--- config.mk ---
export PLATFORM = sky130hd
export DESIGN_NAME = i2c_wait_ctrl
export DESIGN_NICKNAME = d
export VERILOG_FILES = /design/src/rtl/i2c_wait_pkg.sv /design/src/rtl/i2c_wait_entry.sv /design/src/rtl/i2c_wait_release.sv /design/src/rtl/i2c_wait_ctrl.sv
export SDC_FILE = /design/constraint.sdc
export NUM_CORES = 1
export LEC_CHECK = 0
export ABC_AREA = 1
export BUFFER_PORTS_ARGS = -buffer_cell sky130_fd_sc_hd__buf_4
export CAP_MARGIN = 10
export CORE_AREA = 4 4 50 47
export CTS_BUF_LIST = sky130_fd_sc_hd__clkbuf_4
export DETAILED_ROUTE_END_ITERATION = 10
export DIE_AREA = 0 0 54 51
export PLACE_DENSITY_LB_ADDON = 0.1
export RECOVER_POWER = 50
export SLEW_MARGIN = 20
export SYNTH_ARGS = -nofsm -noshare
export SYNTH_HDL_FRONTEND = slang
export SYNTH_SLANG_ARGS = --single-unit
--- constraint.sdc ---
create_clock -name clk -period 0.84 [get_ports clk]
set_input_delay 0.084 -clock clk [delete_from_list [all_inputs] [get_ports clk]]
set_output_delay 0.084 -clock clk [all_outputs]
set_load 0.02 [all_outputs]
--- src/rtl/i2c_wait_pkg.sv ---
package i2c_wait_pkg;

   typedef enum logic [2:0] {
      REL_NONE    = 3'd0,
      REL_RX_FF   = 3'd1,
      REL_RX_BIT  = 3'd2,
      REL_TX_DATA = 3'd3,
      REL_RESTART = 3'd4,
      REL_STOP    = 3'd5
   } rel_cause_e;

endpackage

--- src/rtl/i2c_wait_entry.sv ---
module i2c_wait_entry #(
   parameter int DATA_W = 8,
   parameter int CNT_W  = 4
) (
   input  logic             clk,
   input  logic             rst_n,
   input  logic             bit_done,
   input  logic [CNT_W-1:0] bit_cnt,
   input  logic             wait_on_ack,
   input  logic             ack_en,
   input  logic             is_tx,
   output logic             enter,
   output logic             sda_ack_low
);
   localparam logic [CNT_W-1:0] CLK_LAST_DATA = CNT_W'(DATA_W);
   localparam logic [CNT_W-1:0] CLK_ACK       = CNT_W'(DATA_W + 1);

   logic hit_data;
   logic hit_ack;
   logic ack_phase_q;
   logic ack_lat_q;

   assign hit_data = bit_done && (bit_cnt == CLK_LAST_DATA);
   assign hit_ack  = bit_done && (bit_cnt == CLK_ACK);
   assign enter    = wait_on_ack ? hit_ack : hit_data;

   always_ff @(posedge clk or negedge rst_n) begin
      if (!rst_n) begin
         ack_phase_q <= 1'b0;
         ack_lat_q   <= 1'b0;
      end else if (hit_data) begin
         ack_phase_q <= 1'b1;
         ack_lat_q   <= ack_en;
      end else if (hit_ack) begin
         ack_phase_q <= 1'b0;
      end
   end

   assign sda_ack_low = ack_phase_q & ack_lat_q & ~is_tx;

   AST_ACK_ENDS_AT_NINTH: assert property (@(posedge clk) disable iff (!rst_n)
      hit_ack |=> !sda_ack_low);

   AST_ACK_NEEDS_ENABLE: assert property (@(posedge clk) disable iff (!rst_n)
      hit_data && !ack_en |=> !sda_ack_low);

endmodule

--- src/rtl/i2c_wait_release.sv ---
module i2c_wait_release
   import i2c_wait_pkg::*;
#(
   parameter int DATA_W        = 8,
   parameter bit RX_FF_RELEASE = 1'b1
) (
   input  logic              wait_q,
   input  logic              is_master,
   input  logic              is_tx,
   input  logic              rel_wr,
   input  logic              start_req,
   input  logic              stop_req,
   input  logic              data_wr,
   input  logic [DATA_W-1:0] data_in,
   output logic              rel_hit,
   output rel_cause_e        rel_sel
);
   logic cand_stop;
   logic cand_start;
   logic cand_tx;
   logic cand_ff;
   logic cand_bit;

   assign cand_stop  = is_master & stop_req;
   assign cand_start = is_master & start_req;
   assign cand_tx    = is_tx & data_wr;
   assign cand_bit   = ~is_tx & rel_wr;

   generate
      if (RX_FF_RELEASE) begin : g_ff_release
         assign cand_ff = ~is_tx & data_wr & (&data_in);
      end else begin : g_no_ff_release
         logic unused_data;
         assign unused_data = ^data_in;
         assign cand_ff     = 1'b0;
      end
   endgenerate

   always_comb begin
      rel_sel = REL_NONE;
      if (wait_q) begin
         if (cand_stop)       rel_sel = REL_STOP;
         else if (cand_start) rel_sel = REL_RESTART;
         else if (cand_tx)    rel_sel = REL_TX_DATA;
         else if (cand_ff)    rel_sel = REL_RX_FF;
         else if (cand_bit)   rel_sel = REL_RX_BIT;
      end
   end

   assign rel_hit = (rel_sel != REL_NONE);

endmodule

--- src/rtl/i2c_wait_ctrl.sv ---
module i2c_wait_ctrl
   import i2c_wait_pkg::*;
#(
   parameter int DATA_W        = 8,
   parameter bit RX_FF_RELEASE = 1'b1,
   parameter int CNT_W         = $clog2(DATA_W + 2)
) (
   input  logic              clk,
   input  logic              rst_n,
   input  logic              is_master,
   input  logic              is_tx,
   input  logic              wait_on_ack,
   input  logic              ack_en,
   input  logic              rel_wr,
   input  logic              start_req,
   input  logic              stop_req,
   input  logic              bit_done,
   input  logic [CNT_W-1:0]  bit_cnt,
   input  logic              data_wr,
   input  logic [DATA_W-1:0] data_in,
   output logic              scl_hold,
   output logic              sda_ack_low,
   output logic              wait_flag,
   output logic              rel_rb,
   output logic [2:0]        rel_cause,
   output logic [DATA_W-1:0] tx_byte
);
   localparam int MIN_CNT_W = $clog2(DATA_W + 2);

   generate
      if (DATA_W < 2 || DATA_W > 16) begin : g_bad_width
         $error("i2c_wait_ctrl: DATA_W must be 2..16");
      end
      if (CNT_W < MIN_CNT_W) begin : g_bad_cnt
         $error("i2c_wait_ctrl: CNT_W too narrow for DATA_W+1");
      end
   endgenerate

   logic              enter;
   logic              rel_hit;
   rel_cause_e        rel_sel;
   logic              wait_q;
   rel_cause_e        cause_q;
   logic              rb_q;
   logic [DATA_W-1:0] txb_q;

   i2c_wait_entry #(.DATA_W(DATA_W), .CNT_W(CNT_W)) u_entry (
      .clk         (clk),
      .rst_n       (rst_n),
      .bit_done    (bit_done),
      .bit_cnt     (bit_cnt),
      .wait_on_ack (wait_on_ack),
      .ack_en      (ack_en),
      .is_tx       (is_tx),
      .enter       (enter),
      .sda_ack_low (sda_ack_low)
   );

   i2c_wait_release #(.DATA_W(DATA_W), .RX_FF_RELEASE(RX_FF_RELEASE)) u_release (
      .wait_q    (wait_q),
      .is_master (is_master),
      .is_tx     (is_tx),
      .rel_wr    (rel_wr),
      .start_req (start_req),
      .stop_req  (stop_req),
      .data_wr   (data_wr),
      .data_in   (data_in),
      .rel_hit   (rel_hit),
      .rel_sel   (rel_sel)
   );

   always_ff @(posedge clk or negedge rst_n) begin
      if (!rst_n) begin
         wait_q  <= 1'b0;
         cause_q <= REL_NONE;
         rb_q    <= 1'b0;
         txb_q   <= '0;
      end else begin
         rb_q    <= rel_wr;
         cause_q <= rel_sel;
         if (rel_hit)    wait_q <= 1'b0;
         else if (enter) wait_q <= 1'b1;
         if (rel_sel == REL_TX_DATA) txb_q <= data_in;
      end
   end

   assign scl_hold  = wait_q;
   assign wait_flag = wait_q;
   assign rel_rb    = rb_q;
   assign rel_cause = cause_q;
   assign tx_byte   = txb_q;

   AST_ENTRY_TAKES: assert property (@(posedge clk) disable iff (!rst_n)
      enter && !wait_q |=> wait_q);

   AST_RISE_NEEDS_CLOCK: assert property (@(posedge clk) disable iff (!rst_n)
      $rose(wait_q) |-> $past(bit_done));

   AST_RELEASE_CLEARS: assert property (@(posedge clk) disable iff (!rst_n)
      rel_hit |=> !wait_flag && (rel_cause != 3'd0));

   AST_CAUSE_NEEDS_WAIT: assert property (@(posedge clk) disable iff (!rst_n)
      (rel_cause != 3'd0) |-> $past(wait_q));

   AST_RB_SELF_CLEARS: assert property (@(posedge clk) disable iff (!rst_n)
      rel_rb && !rel_wr |=> !rel_rb);

   AST_TXBYTE_STABLE: assert property (@(posedge clk) disable iff (!rst_n)
      (rel_cause != 3'd3) |-> $stable(tx_byte));

endmodule

After elaboration in Yosys (flattened, before gate mapping)
Index checks and enable logic that the tools add are counted.

Equality and inequality tests: 3. Muxes and demuxes: 11. Bitwise operators: 9. Reduce and logical (&&, ||, !) cells: 6.

Operator list (number): two-way mux 3 bit (5); AND 1 bit (8); == test 4 bit (second input constant) (2); AND reduction 8 bit (1); two-way mux 1 bit (5); nonzero test 2 bit (2); == test 3 x 2 -> 1 bit (second input constant) (1); nonzero test 3 bit (1); logical AND 1 bit (2); two-way mux 2 bit (1); NOT 1 bit (1).

Bits in registers: 15. Bits of input ports: 23. Output and inout port bits: 15. Word-level logic and storage cells: 35.

Longest topological paths before layout
Depth after elaboration: 10. Depth in mapped cells: 9. Gate-level depth less buffers: 9.

Cells and area by module
A second synthesis with hierarchy kept.

Cells, all modules: 93. Area, all modules: 759.5 um2.

By module, submodules not included: i2c_wait_ctrl (instances 1, cells an instance 44, area an instance 494.2 um2); i2c_wait_entry (instances 1, cells an instance 21, area an instance 146.4 um2); i2c_wait_release (instances 1, cells an instance 28, area an instance 118.9 um2).

Worst setup path before layout
Ideal clock, no wire load.

Path kind: reg-to-reg. Start: register wait_q, in the netlist scl_hold. End: register wait_q, in the netlist scl_hold. Library setup time: 122 ps. Arrival: 964 ps. Required time: 718 ps. Slack: -246 ps. Cell stages (with the launch flop): 7. Buffers on the path: 1. Period minus slack after synthesis: 1086 ps. Cells stage by stage: dfrtp_1 nand2_2 a21oi_4 buf_6 inv_2 nand2_1 nor2_1.

Cells in the longest elaborated chain, start to end: 3. Elaborated cells between the ends (all ways): 4. Classes of those cells: 2 x mux; 2 x reduce/logical.

RTL lines: start: declaration (line i2c_wait_ctrl.sv:42) `logic wait_q;`; start signal: assignment (line i2c_wait_ctrl.sv:74) `wait_q <= 1'b0;`; start signal: assignment (line i2c_wait_ctrl.sv:81) `if (rel_hit) wait_q <= 1'b0;`; start signal: assignment (line i2c_wait_ctrl.sv:82) `else if (enter) wait_q <= 1'b1;`; two-way mux 3 bit (*) (line i2c_wait_release.sv:41) `if (wait_q) begin`; via rel_sel[1] (line i2c_wait_ctrl.sv:41) `rel_cause_e rel_sel;`; nonzero test 3 bit (*) (line i2c_wait_release.sv:50) `assign rel_hit = (rel_sel != REL_NONE);`; two-way mux 1 bit / nonzero test 2 bit (equally long branches).

The timed path passes the listed nets; every way through them passes the cells marked *. A chain may end at the register's enable or synchronous reset.

Worst setup path in the final report
Start: register wait_q, in the netlist scl_hold. End: register txb_q[0], in the netlist tx_byte[0].

Cells in the longest elaborated chain, start to end: 2.

RTL lines: two-way mux 3 bit (line i2c_wait_release.sv:41); == test 3 x 2 -> 1 bit (line i2c_wait_ctrl.sv:83) `if (rel_sel == REL_TX_DATA) txb_q <= data_in;`; end signal: assignment (line i2c_wait_ctrl.sv:83); end: declaration (line i2c_wait_ctrl.sv:45) `logic [DATA_W-1:0] txb_q;`.

No other way between the ends.

==> impl_metrics.py <==
metrics = {
    "outcome": {
        "outcome": "finished with violations",
        "violations": "setup timing",
    },
    "finish": {
        "syn2layout_area_growth_pct": 77.1,
        "fin_nets": 164,
        "utilization_pct": 68.1,
        "antenna_cells": 0,
        "drive_gt1_share_pct": 54.3,
    },
    "clock_network": {
        "clk_pin_slew_ns": 0.09,
        "cts_tree": "built",
        "numCtsBuffers": 3,
        "ctsHtreeMaxLevel": 1,
        "clk_latency_ns": 0.28,
        "clock_path_buffers": 2,
        "cts_sinks": 15,
        "clockRootBuffer": "clkbuf_4",
    },
    "timing": {
        "finalWorstSetupSlack_ns": -0.213,
        "worstMarginPinSlew_ns": 0.384,
        "post-route-period-util_pct": 125,
        "slew-limit-headroom_pct": 74.4,
        "setup-violations-final": 25,
        "slew_violations": 0,
        "finalHoldViolCount": 0,
        "period_needed_ns": 1.05,
        "final.setup_skew_ns": 0.00445,
        "clock.fmax_mhz": 950,
        "rsz0062_at_grt": "true",
    },
    "yosys": {
        "synth_fa_ha_area_share_pct": 0,
        "synth_area_um2": 714,
        "yosys_warnings": 0,
        "synth_cell_types": 19,
        "avgSynthCellArea_um2": 8.71,
        "synthXorXnorAreaFrac_pct": 1.23,
        "synth_nets": 105,
        "yosys.area_share.simple_pct": 34.0,
        "synth_compound_area_share_pct": 4.38,
        "yosys_register_bits": 15,
        "synthCells": 82,
        "synth_mux_area_share_pct": 1.58,
        "synth_top_family_by_area": "simple AND/OR/NAND/NOR gates",
        "synth-seq-area-share_pct": 52.5,
    },
    "global_route": {
        "grt_antenna_before_repair": 0,
        "grt_pass1_wl_um": 2900,
        "grt_overflow_total": 0,
        "grt_pass1_vias": 709,
        "grt_usage_pct": 14.5,
        "grt_max_degree": 16,
    },
    "drt": {
        "drtIter0Drc": 8,
        "post-route-drc-count": 0,
        "wl_um": 1790,
        "firstDrtPassIters": 2,
        "met1Wirelength_um": 769,
        "via_per_inst": 4.33,
        "antenna_left": 0,
        "wl_met2_um": 886,
        "route.met3.wl_um": 136,
        "routed.top_layer": "met3",
        "wl_per_cell_um": 10.9,
        "vias": 714,
    },
    "worst_hold_path": {
        "hold_path_depth": 2,
        "min_from": "ack_en",
        "hold_class": "in2reg",
    },
    "power_and_ir_drop": {
        "power.density_mw_per_mm2": 2500,
        "ir_drop_mv": 1.68,
        "power_leakage_nw": 0.679,
    },
    "job": {
        "drv_cap": 0,
    },
    "floorplanning": {
        "initial_core_util_pct": 38.5,
        "die-area_mm2": 0.00275,
        "ios": 38,
        "num_rows": 15,
        "fp.dieH_um": 51,
        "die_x_um": 54,
        "core_area_mm2": 0.00186,
    },
    "worst_setup_path": {
        "r2r_start": "scl_hold",
        "cp_max_fo": 8,
        "required_ns": 1.02,
        "crit_type": "reg2reg",
        "end_kind": "flip-flop",
        "worstPathArrival_ns": 1.24,
        "reg2reg_depth": 5,
        "start_kind": "flip-flop",
        "cp-startpoint": "scl_hold",
    },
    "placed_design": {
        "place_ws_ns": -0.241,
        "portBuffers": 37,
        "gp_congestion": 0.759,
        "dpl.hpwl_um": 1310,
    },
}
## path summary, 6_finish.rpt
| check | end | slack [ns] |
|---|---|---|
| setup / recovery | tx_byte[0] | -0.21 |
| hold / removal | u_entry.ack_lat_q | 0.03 |
| setup reg to reg | tx_byte[0] | -0.21 |
| hold reg to reg | tx_byte[4] | 0.51 |
| max in group asynchronous | scl_hold | 0.30 |
| min in group asynchronous | tx_byte[0] | 0.24 |
## flip-flops by register name (all words and copies together), names as in the netlist
| register | count |
|---|---|
| tx_byte | 8 |
| rel_cause | 3 |
| rel_rb | 1 |
| scl_hold | 1 |
| u_entry.ack_lat_q | 1 |
| u_entry.ack_phase_q | 1 |
## timing repair
action | 4_1_cts | 5_1_grt
hold endpoints to repair | 16 | 0
pin swaps | 1 | 2
hold buffers | 2 | 0
buffers inserted | 3 | 2
endpoints found under the setup margin | 25 | 26
cloned | 0 | 0
resized for setup | 18 | 6
## cell usage in the layout, fill, tap and decap left out, drive strengths merged
master,netlist,layout
clkinv,1,1
dfrtp,15,15
nand2,35,35
buf,2,53
o21ai,1,1
nor3,1,1
a21oi,3,3
dlygate4sd3,0,2
mux2,1,1
nand3,9,9
inv,6,6
nor2,7,7
clkbuf,0,5
xnor2,1,1
## critical path: stages, from the launching register on
cell	delay [ns]
dfrtp_2	0.40
nand2_2	0.07
a21oi_4	0.22
nand2_4	0.13
nand2_1	0.09
nand2_1	0.04
## synthesized netlist by cell type
cell type  count  area [um^2]
nand2_1       29          109
dfrtp_1       15          375
nand3_1        8         40.0
inv_1          5         18.8
nor2_1         5         18.8
nand2_2        4         25.0
a21oi_1        2         10.0
nand2_4        2         22.5
nor2_2         2         12.5
a21oi_4        1         16.3
buf_4          1         7.51
buf_6          1         11.3
clkinv_1       1         3.75
inv_2          1         3.75
mux2_2         1         11.3
nand3_2        1         10.0
nor3_1         1         5.00
o21ai_0        1         5.00
xnor2_1        1         8.76
## power breakdown
part | leakage (nW) | internal, W | switching (W)
sequential | 0.193 | 0.000963 | 0.000167
clock | 0.0184 | 0.000216 | 0.000228
combinational | 0.468 | 0.000877 | 0.000713
total | 0.679 | 0.00206 | 0.00111
## cell families after synthesis
kind of cell	after synthesis
AO/OA/AOI/OAI	4
XOR/XNOR	1
buffers and inverters	9
flip-flops	15
multiplexers	1
AND/OR/NAND/NOR	52
## metrics by stage
stage / hold WS [ns] / power (W) / cell area [um^2] / std cells / TNS, ns
2_1_floorplan: -0.212 / 0.00173 / 716 / 82 / -1.27
3_3_place_gp: -0.0504 / 0.00232 / 1100 / 154 / -2.14
3_5_place_dp: -0.0444 / 0.00233 / 1100 / 154 / -2.31
4_1_cts: 0.0210 / 0.00310 / 1240 / 163 / -3.24
5_1_grt: 0.00863 / 0.00338 / 1260 / 165 / -4.51
6_report: 0.0263 / 0.00316 / 1260 / 165 / -3.08
## per-layer routing
metal,global-route usage [%],vias to the layer above
met3,3.50,0
met5,0,-
li1,-,371
met1,17.9,316
met2,24.4,27
met4,4.98,0
## cell type report
cell class | count | area (um^2)
inverters | 7 | 26.3
flip-flops and latches | 15 | 377
clock buffers | 4 | 30.0
multi-input cells | 58 | 307
well taps | 25 | 31.3
fillers | 161 | 593
repair buffers | 56 | 494
Note: power is estimated with default switching activity, not from simulation.
